`src/rtl/pcseq_pkg.sv`:
```
package pcseq_pkg;

    // Source chosen for the next fetch address
    typedef enum logic [3:0] {
        SRC_HOLD,
        SRC_INC,
        SRC_SKIP,
        SRC_PCWR,
        SRC_JUMP,
        SRC_CALL,
        SRC_LJUMP,
        SRC_LCALL,
        SRC_RET
    } pc_src_e;

    // Control strobes from the decoder, highest priority first
    typedef struct packed {
        logic sleep;
        logic ret;
        logic lcall;
        logic ljump;
        logic call;
        logic jump;
        logic pcwr;
        logic skip;
    } pc_ctl_t;

endpackage

```
`src/rtl/pcseq_arbiter.sv`:
```
module pcseq_arbiter
    import pcseq_pkg::*;
(
    input  pc_ctl_t ctl,
    output pc_src_e src,
    output logic    push,
    output logic    pop
);

    // Fixed priority: sleep > ret > lcall > ljump > call > jump > pcwr > skip
    always_comb begin
        if (ctl.sleep)      src = SRC_HOLD;
        else if (ctl.ret)   src = SRC_RET;
        else if (ctl.lcall) src = SRC_LCALL;
        else if (ctl.ljump) src = SRC_LJUMP;
        else if (ctl.call)  src = SRC_CALL;
        else if (ctl.jump)  src = SRC_JUMP;
        else if (ctl.pcwr)  src = SRC_PCWR;
        else if (ctl.skip)  src = SRC_SKIP;
        else                src = SRC_INC;
    end

    always_comb begin
        push = (src == SRC_CALL) || (src == SRC_LCALL);
        pop  = (src == SRC_RET);
    end

endmodule

```
`src/rtl/pcseq_target.sv`:
```
module pcseq_target
    import pcseq_pkg::*;
#(
    parameter int PC_W   = 10,
    parameter int DATA_W = 8
) (
    input  pc_src_e           src,
    input  logic [PC_W-1:0]   pc_q,
    input  logic [PC_W-1:0]   addr_field,
    input  logic [DATA_W-1:0] alu_byte,
    input  logic              page_sel,
    input  logic [PC_W-1:0]   stack_top,
    output logic [PC_W-1:0]   next_pc,
    output logic [PC_W-1:0]   ret_addr
);

    localparam int JMP_W = PC_W - 1;   // short jump reaches a full page
    localparam int LOW_W = PC_W - 2;   // short call / computed write: half page

    logic [LOW_W-1:0] alu_low;
    logic [PC_W-1:0]  pc_inc1;
    logic [PC_W-1:0]  pc_inc2;

    // Fit the ALU byte to the low field: pad when narrower, trim when wider
    generate
        if (DATA_W < LOW_W) begin : g_pad
            assign alu_low = {{(LOW_W-DATA_W){1'b0}}, alu_byte};
        end else begin : g_trim
            assign alu_low = alu_byte[LOW_W-1:0];
        end
    endgenerate

    always_comb begin
        pc_inc1  = pc_q + PC_W'(1);
        pc_inc2  = pc_q + PC_W'(2);
        ret_addr = pc_inc1;
    end

    always_comb begin
        unique case (src)
            SRC_HOLD:  next_pc = pc_q;
            SRC_INC:   next_pc = pc_inc1;
            SRC_SKIP:  next_pc = pc_inc2;
            SRC_PCWR:  next_pc = {page_sel, 1'b0, alu_low};
            SRC_JUMP:  next_pc = {page_sel, addr_field[JMP_W-1:0]};
            SRC_CALL:  next_pc = {page_sel, 1'b0, addr_field[LOW_W-1:0]};
            SRC_LJUMP: next_pc = addr_field;
            SRC_LCALL: next_pc = addr_field;
            SRC_RET:   next_pc = stack_top;
            default:   next_pc = pc_inc1;
        endcase
    end

endmodule

```
`src/rtl/pcseq_stack.sv`:
```
module pcseq_stack #(
    parameter int PC_W  = 10,
    parameter int DEPTH = 2
) (
    input  logic            clk,
    input  logic            rst_n,
    input  logic            push,
    input  logic            pop,
    input  logic [PC_W-1:0] push_data,
    output logic [PC_W-1:0] top_data
);

    localparam int PTR_W = (DEPTH > 1) ? $clog2(DEPTH) : 1;
    localparam logic [PTR_W-1:0] LAST = PTR_W'(DEPTH - 1);

    typedef struct packed {
        logic [DEPTH-1:0][PC_W-1:0] mem;
        logic [PTR_W-1:0]           ptr;   // slot holding the newest entry
    } stk_t;

    stk_t stk_d, stk_q;
    logic [PTR_W-1:0] ptr_fwd, ptr_back;

    always_comb begin
        ptr_fwd  = (stk_q.ptr == LAST) ? '0 : stk_q.ptr + PTR_W'(1);
        ptr_back = (stk_q.ptr == '0) ? LAST : stk_q.ptr - PTR_W'(1);
        top_data = stk_q.mem[stk_q.ptr];
    end

    // Circular buffer: a push overwrites the oldest slot, a pop steps back
    always_comb begin
        stk_d = stk_q;
        if (push) begin
            stk_d.ptr          = ptr_fwd;
            stk_d.mem[ptr_fwd] = push_data;
        end else if (pop) begin
            stk_d.ptr = ptr_back;
        end
    end

    always_ff @(posedge clk or negedge rst_n) begin
        if (!rst_n) begin
            stk_q.mem <= '1;
            stk_q.ptr <= LAST;
        end else begin
            stk_q <= stk_d;
        end
    end

    // Pushed value becomes the top on the next cycle
    p_push_top_r9: assert property (@(posedge clk) disable iff (!rst_n)
        push |=> top_data == $past(push_data));

    // A pop moves to the other slot
    p_pop_step_r10: assert property (@(posedge clk) disable iff (!rst_n)
        (pop && !push) |=> stk_q.ptr != $past(stk_q.ptr));

    // Without push or pop the stored entries stay
    p_idle_keep_r4: assert property (@(posedge clk) disable iff (!rst_n)
        (!push && !pop) |=> $stable(stk_q));

endmodule

```
`src/rtl/paged_pc_sequencer.sv`:
```
module paged_pc_sequencer
    import pcseq_pkg::*;
#(
    parameter int PC_W        = 10,
    parameter int DATA_W      = 8,
    parameter int STACK_DEPTH = 2
) (
    input  logic              clk,
    input  logic              rst_n,
    input  logic              op_jump,
    input  logic              op_call,
    input  logic              op_ljump,
    input  logic              op_lcall,
    input  logic              op_ret,
    input  logic              op_pcwr,
    input  logic              op_skip,
    input  logic              op_sleep,
    input  logic [PC_W-1:0]   addr_field,
    input  logic [DATA_W-1:0] alu_byte,
    input  logic              page_sel,
    output logic [PC_W-1:0]   fetch_addr
);

    localparam int LOW_W = PC_W - 2;

    typedef struct packed {
        logic [PC_W-1:0] pc;
    } seq_t;

    seq_t            seq_d, seq_q;
    pc_ctl_t         ctl;
    pc_src_e         src;
    logic            push, pop;
    logic [PC_W-1:0] next_pc, ret_addr, stack_top;

    always_comb begin
        ctl = '{sleep: op_sleep, ret: op_ret, lcall: op_lcall, ljump: op_ljump,
                call: op_call, jump: op_jump, pcwr: op_pcwr, skip: op_skip};
    end

    pcseq_arbiter u_arb (
        .ctl  (ctl),
        .src  (src),
        .push (push),
        .pop  (pop)
    );

    pcseq_target #(
        .PC_W   (PC_W),
        .DATA_W (DATA_W)
    ) u_tgt (
        .src        (src),
        .pc_q       (seq_q.pc),
        .addr_field (addr_field),
        .alu_byte   (alu_byte),
        .page_sel   (page_sel),
        .stack_top  (stack_top),
        .next_pc    (next_pc),
        .ret_addr   (ret_addr)
    );

    pcseq_stack #(
        .PC_W  (PC_W),
        .DEPTH (STACK_DEPTH)
    ) u_stk (
        .clk       (clk),
        .rst_n     (rst_n),
        .push      (push),
        .pop       (pop),
        .push_data (ret_addr),
        .top_data  (stack_top)
    );

    always_comb begin
        seq_d    = seq_q;
        seq_d.pc = next_pc;
    end

    always_ff @(posedge clk or negedge rst_n) begin
        if (!rst_n) seq_q.pc <= '1;
        else        seq_q    <= seq_d;
    end

    assign fetch_addr = seq_q.pc;

    // ---------------- assertions ----------------
    logic [7:0] strb;
    assign strb = {op_sleep, op_ret, op_lcall, op_ljump, op_call, op_jump, op_pcwr, op_skip};

    p_reset_top_r1: assert property (@(posedge clk) disable iff (!rst_n)
        $rose(rst_n) |-> fetch_addr == '1);

    p_step_one_r2: assert property (@(posedge clk) disable iff (!rst_n)
        (strb == 8'h00) |=> fetch_addr == PC_W'($past(fetch_addr) + PC_W'(1)));

    p_step_two_r3: assert property (@(posedge clk) disable iff (!rst_n)
        (strb == 8'h01) |=> fetch_addr == PC_W'($past(fetch_addr) + PC_W'(2)));

    p_sleep_hold_r4: assert property (@(posedge clk) disable iff (!rst_n)
        op_sleep |=> $stable(fetch_addr));

    p_short_jump_r5: assert property (@(posedge clk) disable iff (!rst_n)
        (strb == 8'h04) |=> fetch_addr == {$past(page_sel), $past(addr_field[PC_W-2:0])});

    p_short_call_r6: assert property (@(posedge clk) disable iff (!rst_n)
        (strb == 8'h08) |=> fetch_addr == {$past(page_sel), 1'b0, $past(addr_field[LOW_W-1:0])});

    p_pc_write_r7: assert property (@(posedge clk) disable iff (!rst_n)
        (strb == 8'h02) |=> fetch_addr == {$past(page_sel), 1'b0, LOW_W'($past(alu_byte))});

    p_long_jump_r8: assert property (@(posedge clk) disable iff (!rst_n)
        (strb == 8'h10 || strb == 8'h20) |=> fetch_addr == $past(addr_field));

endmodule

```
`config.mk`:
```
export PLATFORM = sky130hd
export DESIGN_NAME = paged_pc_sequencer
export DESIGN_NICKNAME = d
export VERILOG_FILES = /design/src/rtl/pcseq_pkg.sv /design/src/rtl/pcseq_arbiter.sv /design/src/rtl/pcseq_target.sv /design/src/rtl/pcseq_stack.sv /design/src/rtl/paged_pc_sequencer.sv
export SDC_FILE = /design/constraint.sdc
export NUM_CORES = 1
export LEC_CHECK = 0
export BUFFER_PORTS_ARGS = -buffer_cell sky130_fd_sc_hd__buf_4
export CORE_MARGIN = 2
export CORE_UTILIZATION = 56
export DETAILED_ROUTE_END_ITERATION = 10
export GPL_TIMING_DRIVEN = 0
export PLACE_DENSITY = 0.82
export SYNTH_ARGS = -nofsm -noshare
export SYNTH_HDL_FRONTEND = slang
export SYNTH_HIERARCHICAL = 1
export SYNTH_SLANG_ARGS = --single-unit
```
`constraint.sdc`:
```
create_clock -name clk -period 2.2 [get_ports clk]
set_input_delay 0.44 -clock clk [delete_from_list [all_inputs] [get_ports clk]]
set_output_delay 0.44 -clock clk [all_outputs]
set_load 0.01 [all_outputs]
```
==> flow_summary.toml, run 1 <==
[outcome]
status = "finished, final reports clean"

[routing]
drc = 0
viasPerCell = 6.02
wl_um = 5830
drt-wirelength-per-cell_um = 17.5
first_pass_iters = 4
drtIter0Drc = 156
ant_nets = 0
vias = 2012

[floorplan]
die_area_um2 = 4540
ioPinCount = 39
fp.dieH_um = 67.4
core.rowCount = 23
initial_core_util_pct = 57.1
fp.coreArea_um2 = 3940
die_width_um = 67.4

[clock_tree]
cts_hold_buf = 0
clk_pin_slew_ps = 70
htreeDepth = 2
cts_tree = "yes"
clk_latency_ps = 280
cts.sinks = 31
cts.repair.resized = 0
post_cts_buffers = 0
cts-root-buf = "clkbuf_8"
numCtsBuffers = 5
clockBufferDepth = 2

[layout]
multi_input_area_um2 = 1320
fin_util_pct = 68.5
drive_gt1_share_pct = 45.8
n_antenna_cell = 0
num-fill-cells = 328
num-nets-final = 314
syn_to_final_growth_pct = 20.1
seq_area_um2 = 815

[yosys]
synth-edff-count = 0
synth_seq_cells = 31
yosysUniqueCellTypes = 56
syn_nets = 269
syn_area_um2 = 2250
avgSynthCellArea_um2 = 9.45
yosysTopAreaCellShare_pct = 36.2
yosysTopAreaCell = "dfstp_2"
ys_warn_count = 6
ys_seq_area_share_pct = 36.2
synth_flop_cell = "dfstp_2"
synthTopCellsByArea = "dfstp_2 (36%), mux2_2 (16%), xnor2_1 (3.1%)"
async_flop_share_pct = 100
synthCells = 238
ys_top_cells_by_count = "dfstp_2 (31), mux2_2 (31), nand2_1 (17)"

[timing]
skew_ps = 5.46
hold_viol_final = 0
period_share_pct = 92.5
max_freq_mhz = 491
slew_violations = 0
worst_hold_slack_ps = 376
period_needed_ps = 2040
max-slew-margin-rel_pct = 61.7
setup_viol_count_final = 0
worstMarginPinSlew_ps = 566
setup_ws_ps = 164
rsz0062_at_grt = "false"

[power]
switching_share_pct = 32.9
pwr-share-seq_pct = 42.1
ir_drop_v = 0.000687
p_leak_nw = 1.08
p_clk_share_pct = 17.2
p_sw_mw = 0.933
p_int_mw = 1.90
power_frac_comb_pct = 40.7
p_per_area_nw_per_um2 = 1050

[worst_setup_path]
worstPathArrival_ps = 2230
cp-start-kind = "primary input"
crit_buf_inv = 3
critPathKind = "primary input to register"
cp_max_fo = 10
r2r_cells = 5
crit_family = "buffers and inverters"
r2r_start = "u_stk/stk_q[0]$_DFFE_PN1P_"
rrSetupSlack_ps = 230
cpMaxStageDelayCell = "buf_1"
end_kind = "register"
crit_required_ps = 2400
crit_chain = "buf_4, nor2_2, a21boi_1, buf_2, buf_1, nand2_1, a21oi_1, a221oi_1, a21oi_1"
worst_path_largest_cell_delay_ps = 450
r2r_end = "fetch_addr[0]$_DFF_PN1_"
path_common_cell = "a21oi_1"

[grt]
grt_max_degree = 32
gr-total-overflow = 0
grt_pass1_vias = 1947
antenna_found_initial = 0
grt_usage_pct = 27.3
grt_first_pass_wirelength_um = 9090

[hold_path]
min_path_type = "primary input to asynchronous set/reset pin"

[placed_design]
post-place-ws_ps = -155
port_buffers = 38
routabilityCongestion = 0.893
dp_hpwl_um = 4100

[flow_run]
max_cap_violations = 0
[power by group through the flow]
stage | combinational [mW] | clock (mW) | sequential (mW)
CTS | 1.15 | 0.501 | 1.19
global route | 1.25 | 0.520 | 1.23
finish | 1.15 | 0.487 | 1.19
global placement | 1.12 | 0 | 1.18
floorplan | 0.810 | 0 | 1.17
detailed placement | 1.14 | 0 | 1.20
[worst reg2reg max path, cell delays in order (launching register included)]
cell and delay (ps):
dfstp_2 560, buf_4 220, mux2_2 350, or4b_2 600, nand3_1 100, a21oi_1 60
[cell type report]
class | instances | area share (%)
multi-input combinational | 182 | 48.8
sequential | 31 | 30.1
timing repair buffer | 38 | 10.6
clock buffer | 8 | 3.70
buffer | 18 | 3.52
tap | 50 | 2.31
inverter | 7 | 0.972
[per-stage QoR]
stage | area (um^2) | total power [mW] | setup TNS, ps | std cells
finish | 2700 | 2.83 | 0 | 334
CTS | 2700 | 2.85 | 0 | 334
detailed placement | 2600 | 2.34 | -395 | 326
global placement | 2600 | 2.31 | -389 | 326
global route | 2700 | 3.00 | 0 | 334
floorplan | 2250 | 1.98 | 0 | 238
[cell families (layout without fill, tap and decap cells)]
group / Yosys count / in the layout / synth area share (%)
adders and majority gates: 2 / 2 / 1.11
muxes: 32 / 32 / 16.0
AOI/OAI and AO/OA: 62 / 62 / 19.0
buffers and inverters: 25 / 71 / 5.39
xor gates and xnor gates: 13 / 13 / 5.06
DFF: 31 / 31 / 36.2
and+or+nand+nor: 73 / 73 / 17.2
[layer usage]
layer	wire, um	global-route usage, %
met3	463	6.83
met5	0	0
met4	54	7.65
met2	2870	45.9
met1	2450	34.9
[state kept, by name, indices dropped and copies added (netlist names)]
name,count
fetch_addr,10
u_stk/stk_q,21
[how the worst max path moves through the flow]
| stage | start | to | depth (start not counted) |
|---|---|---|---|
| 3_3_place_gp | op_lcall | fetch_addr[6]$_DFF_PN1_ | 8 |
| 6_report | op_ret | fetch_addr[3]$_DFF_PN1_ | 9 |
| 4_1_cts | op_ret | fetch_addr[6]$_DFF_PN1_ | 8 |
| 5_1_grt | op_ret | fetch_addr[3]$_DFF_PN1_ | 9 |
| 3_5_place_dp | op_lcall | fetch_addr[6]$_DFF_PN1_ | 8 |
| 2_1_floorplan | op_ret | fetch_addr[5]$_DFF_PN1_ | 9 |
[layout by cell type (no fill, tap or decap), types with 2 or more instances in the layout]
| cell type | synthesis | final |
|---|---|---|
| o21a_1 | 2 | 2 |
| ha_1 | 2 | 2 |
| a21o_1 | 4 | 4 |
| o21ai_0 | 11 | 11 |
| xnor2_1 | 8 | 8 |
| a21oi_1 | 13 | 13 |
| nor3_1 | 9 | 8 |
| nand4b_1 | 2 | 2 |
| inv_1 | 7 | 7 |
| clkbuf_1 | 4 | 5 |
| o21ai_1 | 3 | 3 |
| xor2_1 | 5 | 5 |
| nand3_1 | 9 | 9 |
| nor4_1 | 3 | 3 |
| nor4b_1 | 2 | 2 |
| nor2_1 | 12 | 12 |
| o21bai_1 | 2 | 2 |
| a221oi_1 | 3 | 3 |
| o22a_1 | 2 | 2 |
| buf_4 | 2 | 40 |
| o31a_1 | 2 | 2 |
| nor2b_1 | 6 | 6 |
| a2bb2oi_1 | 2 | 2 |
| buf_2 | 10 | 10 |
| mux2_2 | 31 | 31 |
| a22oi_1 | 3 | 3 |
| nor2_2 | 2 | 2 |
| dfstp_2 | 31 | 31 |
| nand2_1 | 17 | 17 |
| a21boi_1 | 2 | 2 |
| a211oi_1 | 2 | 2 |
| clkbuf_8 | 0 | 7 |
Note: power is estimated with default switching activity, not from simulation.
==> run 2: changes to the inputs <==
- RECOVER_POWER: not set -> 100
==> flow_summary.toml, run 2 (synthesized netlist as in run 1, its figures left out) <==
[outcome]
status = "complete, but fails checks"
failed_checks = "max-capacitance violations, max-slew violations"

[timing]
rsz0062_at_grt = "false"
hold_viol_final = 0
skew_ps = 5.42
max_freq_mhz = 483
period_needed_ps = 2070
worst_hold_slack_ps = 523
tns_ps = 0
worstMarginPinSlew_ps = 1660
slew_violations = 32
period_share_pct = 94.2
setup_ws_ps = 129
max-slew-margin-rel_pct = -10.7
setup_viol_count_final = 0

[power]
p_int_mw = 1.87
p_sw_mw = 0.934
ir_drop_v = 0.000686
switching_share_pct = 33.3
power_frac_comb_pct = 40.7
p_clk_share_pct = 17.4
pwr-share-seq_pct = 41.9
p_leak_nw = 1.06
p_per_area_nw_per_um2 = 1050
finalPower_mw = 2.80

[clock_tree]
clk_latency_ps = 280
post_cts_buffers = 0
cts-root-buf = "clkbuf_8"
numCtsBuffers = 5
cts.sinks = 31
htreeDepth = 2
cts_tree = "yes"
clockBufferDepth = 2
clk_pin_slew_ps = 70

[grt]
antenna_found_initial = 0
grt_first_pass_wirelength_um = 9090
grt_usage_pct = 27.3
grt_pass1_vias = 1947
grt_max_degree = 32
gr-total-overflow = 0

[layout]
largest_reg_flops = 21
num-nets-final = 314
syn_to_final_growth_pct = 19.0
regMostFlops = "u_stk/stk_q"
multi_input_area_um2 = 1310
layout_commonest_cell = "buf_4"
num-fill-cells = 336
seq_area_um2 = 815
design_area_um2 = 2680
final_cell_mix = "buf_4 (36), mux2_2 (31), dfstp_2 (22), nand2_1 (18), a21oi_1 (13)"
n_antenna_cell = 0
drive_gt1_share_pct = 40.5

[floorplan]
initial_core_util_pct = 57.1
ioPinCount = 39
core.rowCount = 23
die_width_um = 67.4
die_area_um2 = 4540
fp.coreArea_um2 = 3940
fp.dieH_um = 67.4

[worst_setup_path]
crit_required_ps = 2400
worst_path_largest_cell_delay_ps = 360
end_kind = "register"
rrSetupSlack_ps = 160
critPathKind = "primary input to register"
crit_chain = "buf_4, nor2_2, o21ai_1, a21oi_1, clkbuf_2, or3b_1, clkbuf_2, and2_1, clkbuf_2, nor2_1, a21oi_1"
path_common_cell = "clkbuf_2"
cp_max_fo = 9
cpMaxStageDelayCell = "or3b_1"
cp-start-kind = "primary input"
worstPathArrival_ps = 2270

[routing]
vias = 2033
drt-wirelength-per-cell_um = 17.6
wl_um = 5870
drtIter0Drc = 155
drc = 0
viasPerCell = 6.09
first_pass_iters = 4
ant_nets = 0

[placed_design]
port_buffers = 38
routabilityCongestion = 0.893
post-place-ws_ps = -155
place_area_um2 = 2600
dp_hpwl_um = 4100

[flow_run]
max_cap_violations = 1

[hold_path]
min_path_type = "primary input to register"
## run 2: power by group through the flow
stage	clock network [mW]	logic (mW)	registers [mW]
after floorplan	0	0.810	1.17
after CTS	0.501	1.15	1.19
final	0.488	1.14	1.17
after global routing	0.520	1.24	1.21
after detailed placement	0	1.14	1.20
after global placement	0	1.12	1.18
## run 2: routing by layer
metal | wire [um] | share of wire, % | track usage (%)
met5 | 0 | 0 | 0
met4 | 61 | 1.0 | 7.65
met3 | 461 | 7.9 | 6.83
met2 | 2890 | 49 | 45.9
met1 | 2450 | 42 | 34.9
## run 2: repair_timing
item                       in CTS  in global routing
hold buffers                    0                  0
resized for setup               0                  1
setup endpoints to repair       0                  1
## run 2: path summary, 6_finish.rpt
| path | from | endpoint | cells after the start |
|---|---|---|---|
| min reg2reg | u_stk/stk_q[13]$_DFFE_PN1P_ | u_stk/stk_q[13]$_DFFE_PN1P_ | 1 |
| max reg2reg | fetch_addr[0]$_DFF_PN1_ | u_stk/stk_q[19]$_DFFE_PN1P_ | 6 |
| min | op_ret | u_stk/stk_q[0]$_DFFE_PN1P_ | 4 |
| max in group asynchronous | rst_n | u_stk/stk_q[13]$_DFFE_PN1P_ | 1 |
| max | op_ret | fetch_addr[3]$_DFF_PN1_ | 11 |
| min in group asynchronous | rst_n | u_stk/stk_q[19]$_DFFE_PN1P_ | 1 |
## run 2: final cells by class
| class | count | share of cell area (%) |
|---|---|---|
| tap | 50 | 2.34 |
| multi-input combinational | 182 | 49.0 |
| inverter | 7 | 0.982 |
| clock buffer | 8 | 3.74 |
| sequential | 31 | 30.4 |
| timing repair buffer | 38 | 10.2 |
| buffer | 18 | 3.27 |
## run 2: worst max-delay path: cells and delay by family
| kind | cells | cell delay (ps) |
|---|---|---|
| buffers and inverters | 4 | 740 |
| and+or+nand+nor | 4 | 810 |
| AOI/OAI and AO/OA | 3 | 270 |
## run 2: per-stage QoR
| stage | std cells | utilization [%] |
|---|---|---|
| floorplan | 238 | - |
| global placement | 326 | 65.9 |
| detailed placement | 326 | 65.9 |
| CTS | 334 | 68.4 |
| global route | 334 | 67.9 |
| finish | 334 | 67.9 |
==> run 3: changes to the inputs <==
- clock period: 2.2 -> 2.32 ns (I/O delays scaled with it)
==> flow_summary.toml, run 3 (synthesized netlist as in run 1, its figures left out) <==
[clock_tree]
clk_latency_ps = 280
numCtsBuffers = 5
cts.sinks = 31
cts_hold_buf = 0
htreeDepth = 2
cts_tree = "yes"
cts-root-buf = "clkbuf_8"
cts.repair.resized = 0
post_cts_buffers = 0
clockBufferDepth = 2
clk_pin_slew_ps = 60

[power]
p_int_mw = 1.77
finalPower_mw = 2.65
power_frac_comb_pct = 40.6
p_leak_nw = 1.06
p_per_area_nw_per_um2 = 996
p_sw_mw = 0.886
pwr-share-seq_pct = 41.9
p_clk_share_pct = 17.4
ir_drop_v = 0.000651
switching_share_pct = 33.4

[grt]
grt_first_pass_wirelength_um = 9090
grt_max_degree = 32
grt_usage_pct = 27.3
grt_pass1_vias = 1947
antenna_found_initial = 0
gr-total-overflow = 0

[worst_setup_path]
end_kind = "register"
r2r_cells = 5
crit_buf_inv = 2
cp-start-kind = "primary input"
r2r_end = "fetch_addr[7]$_DFF_PN1_"
crit_end = "fetch_addr[6]$_DFF_PN1_"
path_common_cell = "nor3_1"
cp_max_fo = 10
cp.depth = 8
worst_path_largest_cell_delay_ps = 570
crit_family = "simple AND/OR/NAND/NOR gates"
r2r_start = "fetch_addr[2]$_DFF_PN1_"
crit_required_ps = 2510
rrSetupSlack_ps = 260
critPathKind = "primary input to register"
worstPathArrival_ps = 2380
cpMaxStageDelayCell = "nor3_1"
crit_chain = "buf_4, nor2_1, a21boi_1, clkbuf_2, nor3_1, nand2_1, a2bb2oi_1, nor3_1"
cp-startpoint = "op_lcall"

[timing]
rsz0062_at_grt = "false"
max-slew-margin-rel_pct = -10.8
skew_ps = 6.60
worstMarginPinSlew_ps = 1660
period_needed_ps = 2180
period_share_pct = 94.1
setup_ws_ps = 137
max_freq_mhz = 458
hold_viol_final = 0
setup_viol_count_final = 0
slew_violations = 32

[placed_design]
post-place-ws_ps = -59.1
port_buffers = 38
dp_hpwl_um = 4100
routabilityCongestion = 0.893

[outcome]
failed_checks = "max-capacitance violations, max-slew violations"
status = "complete, but fails checks"

[layout]
drive_gt1_share_pct = 39.4
regMostFlops = "u_stk/stk_q"
layout_commonest_cell = "buf_4"
num-nets-final = 314
n_antenna_cell = 0
syn_to_final_growth_pct = 18.5
final_cell_mix = "buf_4 (35), mux2_2 (31), dfstp_2 (22), nand2_1 (18), a21oi_1 (13)"
fin_util_pct = 67.6
largest_reg_flops = 21
num-fill-cells = 340

[routing]
wl_um = 5880
drc = 0
drtIter0Drc = 164
wl_met1_um = 2550
drt-wirelength-per-cell_um = 17.6
viasPerCell = 6.03
first_pass_iters = 5
wl_met3_um = 407
wl_met2_um = 2860
ant_nets = 0
top_layer_used = "met4"
vias = 2015

[floorplan]
core.rowCount = 23
fp.dieH_um = 67.4
fp.coreArea_um2 = 3940
ioPinCount = 39
die_area_um2 = 4540
initial_core_util_pct = 57.1
die_width_um = 67.4

[flow_run]
max_cap_violations = 1

[hold_path]
min_path_type = "primary input to register"
==> run 3: cell types whose count changed in the layout (fill, tap and decap cells not counted), sizes merged <==
cell,previous run,this run
buf,43,42
clkbuf,21,22
==> run 3: final cells by class <==
class	instances	area, um^2	area share [%]
clock buffer	8	100	3.75
tap	50	62.6	2.35
buffer	18	86.3	3.24
timing repair buffer	38	270	10.1
inverter	7	26.3	0.985
sequential	31	815	30.5
multi-input combinational	182	1310	49.0
==> run 3: tightest hold or removal path: cells and delay by family <==
kind                   cells  cell delay [ps]
AND/OR/NAND/NOR            2              120
AO/OA/AOI/OAI              2              150
buffers and inverters      1              110
==> run 3: worst min-delay path by stage <==
stage,start,endpoint,slack (ps),cells after the start
after floorplan,rst_n,fetch_addr[0]$_DFF_PN1_,320,0
after global placement,fetch_addr[6]$_DFF_PN1_,fetch_addr[6]$_DFF_PN1_,600,2
after detailed placement,fetch_addr[6]$_DFF_PN1_,fetch_addr[6]$_DFF_PN1_,610,2
after CTS,rst_n,u_stk/stk_q[16]$_DFFE_PN1P_,420,1
after global routing,addr_field[5],fetch_addr[5]$_DFF_PN1_,610,4
final,addr_field[1],fetch_addr[1]$_DFF_PN1_,570,5
==> run 3: per-stage QoR <==
stage / setup TNS (ps) / hold WS [ps] / area [um^2] / cells
after floorplan: 0 / 316 / 2250 / 238
after global placement: -67.9 / 597 / 2600 / 326
after detailed placement: -87.0 / 608 / 2600 / 326
after CTS: 0 / 423 / 2700 / 334
after global routing: 0 / 606 / 2670 / 334
final: 0 / 574 / 2670 / 334
==> run 3: power by group through the flow <==
stage	Sequential, mW	Clock [mW]	Combinational (mW)
finish	1.11	0.463	1.08
detailed placement	1.14	0	1.08
global placement	1.12	0	1.07
CTS	1.13	0.475	1.09
floorplan	1.11	0	0.768
global route	1.15	0.493	1.17
==> run 3: layer usage <==
layer  GRT usage (%)  vias to the layer above
li1                -                      962
met1            34.9                      962
met2            45.9                       81
met3            6.83                       10
met4            7.65                        0
met5               0                        -
